[src/rtl/swbus_pkg.sv]
package swbus_pkg;
    localparam int LIM_W = 16;

    typedef enum logic [2:0] {
        S_IDLE, S_MEAS, S_TXZ, S_WAIT_HI, S_HOLDOFF, S_PD_WAIT, S_PD_LOW
    } swbus_state_e;

    typedef struct packed {
        logic [LIM_W-1:0] one_max;
        logic [LIM_W-1:0] zero_min;
        logic [LIM_W-1:0] zero_max;
        logic [LIM_W-1:0] rst_min;
        logic [LIM_W-1:0] pd_wait;
        logic [LIM_W-1:0] pd_len;
        logic [LIM_W-1:0] tx_hold;
        logic [LIM_W-1:0] holdoff;
    } swbus_lim_t;
endpackage

[src/rtl/swbus_tick.sv]
module swbus_tick #(
    parameter int unsigned DIV = 250
) (
    input  logic clk,
    input  logic rst_n,
    output logic tick
);
    localparam int unsigned LAST = (DIV > 1) ? DIV - 1 : 0;
    localparam int unsigned PW   = (DIV > 1) ? $clog2(DIV) : 1;

    logic [PW-1:0] pc_q;

    always_ff @(posedge clk or negedge rst_n) begin
        if (!rst_n)                 pc_q <= '0;
        else if (pc_q == PW'(LAST)) pc_q <= '0;
        else                        pc_q <= pc_q + 1'b1;
    end

    assign tick = (pc_q == PW'(LAST));
endmodule

[src/rtl/swbus_limits.sv]
module swbus_limits
    import swbus_pkg::*;
#(
    parameter int unsigned STD_ONE_MAX  = 15,
    parameter int unsigned STD_ZERO_MIN = 60,
    parameter int unsigned STD_ZERO_MAX = 120,
    parameter int unsigned STD_RST_MIN  = 480,
    parameter int unsigned STD_PD_WAIT  = 30,
    parameter int unsigned STD_PD_LEN   = 120,
    parameter int unsigned STD_TX_HOLD  = 30,
    parameter int unsigned STD_HOLDOFF  = 5,
    parameter int unsigned OD_ONE_MAX   = 2,
    parameter int unsigned OD_ZERO_MIN  = 6,
    parameter int unsigned OD_ZERO_MAX  = 16,
    parameter int unsigned OD_RST_MIN   = 48,
    parameter int unsigned OD_PD_WAIT   = 3,
    parameter int unsigned OD_PD_LEN    = 10,
    parameter int unsigned OD_TX_HOLD   = 3,
    parameter int unsigned OD_HOLDOFF   = 2
) (
    input  logic       od,
    output swbus_lim_t lim
);
    swbus_lim_t std_set, od_set;

    assign std_set = '{LIM_W'(STD_ONE_MAX), LIM_W'(STD_ZERO_MIN), LIM_W'(STD_ZERO_MAX),
                       LIM_W'(STD_RST_MIN), LIM_W'(STD_PD_WAIT), LIM_W'(STD_PD_LEN),
                       LIM_W'(STD_TX_HOLD), LIM_W'(STD_HOLDOFF)};
    assign od_set  = '{LIM_W'(OD_ONE_MAX), LIM_W'(OD_ZERO_MIN), LIM_W'(OD_ZERO_MAX),
                       LIM_W'(OD_RST_MIN), LIM_W'(OD_PD_WAIT), LIM_W'(OD_PD_LEN),
                       LIM_W'(OD_TX_HOLD), LIM_W'(OD_HOLDOFF)};

    assign lim = od ? od_set : std_set;
endmodule

[src/rtl/swbus_slave_front.sv]
module swbus_slave_front
    import swbus_pkg::*;
#(
    parameter int unsigned CYC_PER_TICK = 250,
    parameter int unsigned STD_RST_MIN  = 480,
    parameter int unsigned OD_RST_MIN   = 48
) (
    input  logic clk,
    input  logic rst_n,
    input  logic bus_in,
    input  logic tx_en,
    input  logic tx_bit,
    input  logic od_enter,
    input  logic prog_busy,
    output logic drive_low,
    output logic rx_valid,
    output logic rx_bit,
    output logic reset_seen,
    output logic slot_err,
    output logic od_mode
);
    localparam logic [LIM_W-1:0] STD_RST = LIM_W'(STD_RST_MIN);
    localparam logic [LIM_W-1:0] ONE     = LIM_W'(1);

    swbus_state_e     st_q, st_d;
    logic [LIM_W-1:0] cnt_q, cnt_d, cnt_inc;
    logic             rd_q, rd_d, od_q, od_d;
    logic             rxv_d, rxb_d, rxb_q, rxv_q, rst_d, rst_q, err_d, err_q;
    logic             tick;
    swbus_lim_t       lim;

    swbus_tick #(.DIV(CYC_PER_TICK)) u_tick (.clk(clk), .rst_n(rst_n), .tick(tick));

    swbus_limits #(.STD_RST_MIN(STD_RST_MIN), .OD_RST_MIN(OD_RST_MIN)) u_lim (
        .od(od_q), .lim(lim));

    assign cnt_inc = (tick && cnt_q != '1) ? cnt_q + 1'b1 : cnt_q;

    always_comb begin
        st_d  = st_q;
        cnt_d = cnt_q;
        rd_d  = rd_q;
        od_d  = od_q | od_enter;
        rxv_d = 1'b0;
        rxb_d = rxb_q;
        rst_d = 1'b0;
        err_d = 1'b0;
        unique case (st_q)
            S_IDLE: begin
                if (!bus_in) begin
                    if (prog_busy) begin
                        st_d = S_WAIT_HI;
                    end else begin
                        cnt_d = ONE;
                        rd_d  = tx_en;
                        st_d  = (tx_en && !tx_bit) ? S_TXZ : S_MEAS;
                    end
                end
            end
            S_TXZ: begin
                cnt_d = cnt_inc;
                if (cnt_q >= lim.tx_hold) st_d = S_MEAS;
            end
            S_MEAS: begin
                if (!bus_in) begin
                    cnt_d = cnt_inc;
                end else begin
                    st_d  = S_HOLDOFF;
                    cnt_d = ONE;
                    if (cnt_q >= STD_RST) begin
                        rst_d = 1'b1;
                        od_d  = 1'b0;
                        st_d  = S_PD_WAIT;
                    end else if (cnt_q >= lim.rst_min) begin
                        rst_d = 1'b1;
                        st_d  = S_PD_WAIT;
                    end else if (rd_q) begin
                        rxv_d = 1'b0;
                    end else if (cnt_q <= lim.one_max) begin
                        rxv_d = 1'b1;
                        rxb_d = 1'b1;
                    end else if (cnt_q >= lim.zero_min && cnt_q <= lim.zero_max) begin
                        rxv_d = 1'b1;
                        rxb_d = 1'b0;
                    end else begin
                        err_d = 1'b1;
                    end
                end
            end
            S_WAIT_HI: begin
                if (bus_in) begin
                    st_d  = S_HOLDOFF;
                    cnt_d = ONE;
                end
            end
            S_HOLDOFF: begin
                if (cnt_q >= lim.holdoff) st_d = S_IDLE;
                else                      cnt_d = cnt_inc;
            end
            S_PD_WAIT: begin
                if (cnt_q >= lim.pd_wait) begin
                    st_d  = S_PD_LOW;
                    cnt_d = ONE;
                end else begin
                    cnt_d = cnt_inc;
                end
            end
            S_PD_LOW: begin
                if (cnt_q >= lim.pd_len) st_d = S_WAIT_HI;
                else                     cnt_d = cnt_inc;
            end
            default: st_d = S_IDLE;
        endcase
    end

    always_ff @(posedge clk or negedge rst_n) begin
        if (!rst_n) begin
            st_q  <= S_IDLE;
            cnt_q <= '0;
            rd_q  <= 1'b0;
            od_q  <= 1'b0;
            rxv_q <= 1'b0;
            rxb_q <= 1'b0;
            rst_q <= 1'b0;
            err_q <= 1'b0;
        end else begin
            st_q  <= st_d;
            cnt_q <= cnt_d;
            rd_q  <= rd_d;
            od_q  <= od_d;
            rxv_q <= rxv_d;
            rxb_q <= rxb_d;
            rst_q <= rst_d;
            err_q <= err_d;
        end
    end

    always_comb begin
        drive_low  = (st_q == S_TXZ) || (st_q == S_PD_LOW);
        rx_valid   = rxv_q;
        rx_bit     = rxb_q;
        reset_seen = rst_q;
        slot_err   = err_q;
        od_mode    = od_q;
    end
endmodule

[config.mk]
export PLATFORM = sky130hd
export DESIGN_NAME = swbus_slave_front
export DESIGN_NICKNAME = d
export VERILOG_FILES = /design/src/rtl/swbus_pkg.sv /design/src/rtl/swbus_tick.sv /design/src/rtl/swbus_limits.sv /design/src/rtl/swbus_slave_front.sv
export SDC_FILE = /design/constraint.sdc
export NUM_CORES = 1
export LEC_CHECK = 0
export ABC_AREA = 1
export BUFFER_PORTS_ARGS = -buffer_cell sky130_fd_sc_hd__buf_2
export CORE_UTILIZATION = 56
export CTS_BUF_LIST = sky130_fd_sc_hd__clkbuf_8 sky130_fd_sc_hd__clkbuf_16
export DETAILED_ROUTE_END_ITERATION = 16
export MAX_ROUTING_LAYER = met4
export PLACE_DENSITY_LB_ADDON = 0.05
export SYNTH_ARGS = -nofsm -noshare
export SYNTH_HDL_FRONTEND = slang
export SYNTH_SLANG_ARGS = --single-unit
[constraint.sdc]
create_clock -name clk -period 2.3 [get_ports clk]
set_input_delay 0.23 -clock clk [delete_from_list [all_inputs] [get_ports clk]]
set_output_delay 0.23 -clock clk [all_outputs]
set_load 0.005 [all_outputs]
==> results_dict.tcl, run 1 <==
set metrics [dict create \
    status "finished, violations left" \
    failed_checks "negative hold slack" \
    clk_latency_ps 300 \
    clkTransAtPathRegs_ps 80 \
    cap_viol_max_count 0 \
    path_buf_inv 1 \
    ys_ff_latch 33 \
    synth_compound_area_share_pct 10.2 \
    utilization_pct 64.5 \
    cts_hold_buf 0 \
    rsz0062_at_grt "false" \
    grt_start_max_net_pins 34 \
    layout.cells.non_filler 511 \
    yosysSeqAreaShare_pct 28.9 \
    setup_violations 0 \
    crit_chain "buf_4 -> ha_1 -> or2_0 -> nor2_1 -> nand3_2 -> a21oi_4 -> nand2_4 -> nand2_1 -> o21ai_2" \
    start_util_pct 59.3 \
    crit_type "reg2reg" \
    core_area_um2 4820 \
    drive_gt1_share_pct 12.4 \
    synth_area_leaders "dfrtp_1 29%, nand2_1 16%, ha_1 7.4%" \
    antenna_found_initial 0 \
    synth_most_common_cell "nand2_1" \
    die_x_um 73.4 \
    muxShareOfSynthArea_pct 0 \
    synth_top_area_share_pct 28.9 \
    yosysTopAreaCell "dfrtp_1" \
    cp_slowest_cell "dfrtp_2" \
    synth_fp_nets 451 \
    clock_sinks 33 \
    rows 25 \
    ant_nets 0 \
    antenna_cells 0 \
    cp.required_ps 2480 \
    netlist_area_um2 2860 \
    grt-ovfl-total 0 \
    grt_pass1_wl_um 11100 \
    synth_edf_count 0 \
    place_congestion 1.06 \
    syn_inst 427 \
    placed_cells 502 \
    synth-xor-area-share_pct 2.15 \
    via_per_inst 5.37 \
    async_flop_share_pct 100 \
    synth-adder-area-share_pct 7.44 \
    power_density_nw_per_um2 665 \
    ir_worst_vdd_v 0.000639 \
    final_nets 467 \
    io_pins 13 \
    wl_per_cell_um 13.2 \
    synth_top_family_by_area "simple AND/OR/NAND/NOR gates" \
    critPathLaunchType "register" \
    hpwl_um 4870 \
    cts_htree_levels 2 \
    crit_arrival_ps 2350 \
    finalHoldViolations 12 \
    max_freq_ghz 0.461 \
    die_h_um 73.4 \
    synth_flop_cell "dfrtp_1" \
    path_max_fanout 15 \
    drtPass1Iterations 5 \
    dieArea_um2 5390 \
    wirelength_um 6730 \
    cts_buffers 5 \
    whs_ps -11.4 \
    drt_iter0_markers 201 \
    yosys_warnings 0 \
    port_buffers 12 \
    finalClockSkew_ps 9.19 \
    cts_buffer_depth 2 \
    synth_cell_types 29 \
    yosys-top-cells-count "125 x nand2_1, 56 x nor2_1, 53 x inv_1, 33 x dfrtp_1, 29 x nand3_1" \
    crit_family "simple AND/OR/NAND/NOR gates" \
    cts_tree "done" \
    relSlewSlack_pct 50.6 \
    synthToLayoutAreaGrowth_pct 8.80 \
    min_path_type "in2async" \
    p_leak_nw 1.59 \
    grt_pass1_vias 2430 \
    slew_violations 0 \
    fin_crit_sh_pct 94.4 \
    finalCriticalPeriod_ps 2170 \
    syn_area_per_cell_um2 6.69 \
    grt_use_total_pct 27.6 \
    max_stage_delay_ps 470 \
    setup.worst_path.end_class "register" \
    vias 2743 \
    tightest_slew_ps 740 \
    drc 0 \
    cts-root-buf "clkbuf_8" \
    synthSimpleGateAreaFrac_pct 39.9 \
    tns_ps 0 \
]
==> metrics by stage <==
step	setup slack (ps)	total power, mW	cell area, um2	hold slack [ps]
6_report	129	2.07	3110	-11.4
5_1_grt	1.19	2.21	3110	57.5
4_1_cts	69.5	2.01	3080	29.1
3_5_place_dp	97.1	1.34	2950	343
3_3_place_gp	131	1.35	2950	346
2_1_floorplan	303	1.22	2860	-65.6
==> kinds of logic after synthesis <==
family | count (synthesis)
buffers and inverters | 66
xor gates and xnor gates | 7
adders and majority gates | 17
AOI/OAI and AO/OA | 52
and+or+nand+nor | 252
DFF | 33
==> final cells by class <==
cell class | count | area [um2]
clock buffer | 5 | 68.8
clock inverter | 3 | 65.1
fill | 493 | 1710
inverter | 55 | 206
multi-input combinational | 329 | 1730
sequential | 33 | 827
tap | 67 | 83.8
timing repair buffer | 19 | 125
==> worst paths after layout <==
| kind | slack, ps | cells past startpoint | start | end |
|---|---|---|---|---|
| min reg2reg | 480 | 2 | rx_bit | rx_bit |
| max | 130 | 9 | od_mode | cnt_q[5] |
| min | -10 | 1 | rst_n | cnt_q[12] |
| min in group clk | 180 | 3 | od_enter | od_mode |
| max in group asynchronous | 1800 | 1 | rst_n | od_mode |
| max reg2reg | 130 | 9 | od_mode | cnt_q[5] |
==> repair_timing <==
item | 4_1_cts | 5_1_grt
setup endpoints to repair | 0 | 17
resized for setup | 0 | 4
setup buffers | 0 | 0
==> per-layer routing <==
layer	routed length (um)	track usage, %	part of all wire (%)
met2	3120	45.2	46
met1	3220	35.9	48
met5	0	-	0
met4	70	6.84	1.0
met3	322	4.39	4.8
==> cell usage in the layout, fill, tap and decap left out, types with 2 or more instances in the layout <==
cell	instances
nand4_1	12
nand3_1	29
nor3_1	8
bufinv_16	2
nand3_2	2
o21ai_0	26
nand2_2	6
nand3_4	2
o21ai_2	5
a21oi_1	9
nand2_1	124
ha_1	17
buf_2	12
inv_2	2
or2_0	2
buf_4	6
clkbuf_8	5
xor2_1	6
dfrtp_1	32
inv_1	53
nor2_4	6
o21ai_1	10
nor2_1	56
==> where the power goes <==
part	switching, mW	internal, mW	total, mW
logic	0.524	0.208	0.731
clock network	0.239	0.431	0.670
registers	0.0404	0.626	0.666
total	0.804	1.26	2.07
==> registers in the layout, indices dropped and copies added (netlist names) <==
| register | cells |
|---|---|
| reset_seen | 1 |
| rx_bit | 1 |
| st_q | 3 |
| cnt_q | 16 |
| rx_valid | 1 |
| u_tick.pc_q | 8 |
| od_mode | 1 |
| rd_q | 1 |
| slot_err | 1 |
(Power assumes the default switching activity.)
==> inputs of run 2 (changes only) <==
Settings changed: RECOVER_POWER from default to 100.
==> run 2 against run 1 <==
The flow finishes with violations (max-capacitance violations, max-slew violations). Critical path type unchanged. Power down 0.45%. Combinational power shrank 2%. Cell count unchanged. Clock skew about the same. Largest power group unchanged. Highest routed layer unchanged.
==> results_dict.tcl, run 2 (synthesis results as in run 1) <==
set metrics [dict create \
    status "finished, violations left" \
    failed_checks "max-capacitance violations, max-slew violations" \
    die_h_um 73.4 \
    cp_slowest_cell "dfrtp_2" \
    max_stage_delay_ps 470 \
    cap_viol_max_count 1 \
    final_cell_mix "124 x nand2_1, 56 x nor2_1, 53 x inv_1, 32 x dfrtp_1, 30 x nand3_1" \
    drc 0 \
    tns_ps 0 \
    rsz0062_at_grt "false" \
    top_register "cnt_q" \
    worst_slack_ps 115 \
    hpwl_um 4870 \
    start_util_pct 59.3 \
    relSlewSlack_pct -17.2 \
    crit_arrival_ps 2360 \
    wirelength_um 6720 \
    port_buffers 12 \
    synthToLayoutAreaGrowth_pct 8.28 \
    ant_nets 0 \
    grt_pass1_vias 2430 \
    clock_sinks 33 \
    timing.reg2reg.setup_slack_ps 120 \
    clk_latency_ps 300 \
    min_path_type "in2reg" \
    cts_htree_levels 2 \
    cts_buffer_depth 2 \
    cts_tree "done" \
    p_leak_nw 1.57 \
    tightest_slew_ps 1760 \
    grt_use_total_pct 27.6 \
    drtPass1Iterations 5 \
    clkTransAtPathRegs_ps 80 \
    critPathLaunchType "register" \
    slew_violations 34 \
    cts_buffers 5 \
    reg2reg_from "od_mode" \
    min_from "od_enter" \
    pre_cts_slack_ps 97.1 \
    wl_per_cell_um 13.1 \
    finalClockSkew_ps 9.34 \
    fillers 496 \
    startpoint "od_mode" \
    layout_commonest_cell "nand2_1" \
    final_nets 467 \
    antenna_cells 0 \
    vias 2714 \
    setup_violations 0 \
    finalHoldViolations 0 \
    place_congestion 1.06 \
    path_max_fanout 15 \
    core_area_um2 4820 \
    ir_worst_vdd_v 0.000658 \
    cts_hold_buf 0 \
    max_freq_ghz 0.458 \
    reg.largest.list "cnt_q (16), u_tick.pc_q (8), st_q (3)" \
    finalCriticalPeriod_ps 2180 \
    grt_pass1_wl_um 11100 \
    utilization_pct 64.2 \
    dieArea_um2 5390 \
    largest_register_ffs 16 \
    io_pins 13 \
    grt-ovfl-total 0 \
    crit_chain "buf_4 -> ha_1 -> or2_0 -> nor2_1 -> nand3_2 -> a21oi_4 -> nand2_4 -> nand2_1 -> o21ai_0" \
    fin_crit_sh_pct 95.0 \
    antenna_found_initial 0 \
    crit_type "reg2reg" \
    cp.required_ps 2480 \
    drt_iter0_markers 197 \
    grt_start_max_net_pins 34 \
    power_density_nw_per_um2 665 \
    setup.worst_path.end_class "register" \
    via_per_inst 5.31 \
    rows 25 \
    cts-root-buf "clkbuf_8" \
    drive_gt1_share_pct 10.8 \
    die_x_um 73.4 \
]
[run 2: metrics by stage]
step           total power, mW  std cells  hold slack [ps]  cell area, um2
2_1_floorplan             1.22        427            -65.6            2860
3_3_place_gp              1.35        502              346            2950
3_5_place_dp              1.34        502              343            2950
4_1_cts                   2.01        510             29.1            3080
5_1_grt                   2.20        511              195            3090
6_report                  2.06        511              178            3090
[run 2: path summary, 6_finish.rpt]
check,endpoint,cells after the start
max,cnt_q[5],9
min in group asynchronous,cnt_q[14],1
min,od_mode,3
min reg2reg,rx_bit,2
max reg2reg,cnt_q[5],9
max in group asynchronous,od_mode,1
[run 2: repair_timing]
action	4_1_cts	5_1_grt
setup buffers	0	0
gates resized for setup	0	4
setup endpoints to repair	0	17
[run 2: routing by layer]
layer	wire, um	global-route usage [%]	up-vias
met3	355	4.39	8
li1	-	-	1395
met4	80	6.84	0
met5	0	-	-
met2	3070	45.2	70
met1	3210	35.9	1241
[run 2: area by class of cell]
| class | count | area, um2 | area share, % |
|---|---|---|---|
| sequential | 33 | 827 | 26.7 |
| clock buffer | 5 | 68.8 | 2.22 |
| multi-input combinational | 329 | 1720 | 55.7 |
| tap | 67 | 83.8 | 2.71 |
| timing repair buffer | 19 | 119 | 3.84 |
| inverter | 55 | 206 | 6.67 |
| clock inverter | 3 | 65.1 | 2.10 |
[run 2: power by group]
group          switching (mW)  internal (mW)  total, mW
Clock                   0.244          0.431      0.674
Sequential             0.0408          0.626      0.667
Combinational           0.516          0.201      0.717
Total                   0.801           1.26       2.06
[run 2: critical path, delay by kind of cell (launching register included)]
family,cells,cell delay (ps)
and+or+nand+nor,5,780
DFF,1,470
AOI/OAI and AO/OA,2,380
adders and majority gates,1,210
buffers and inverters,1,190
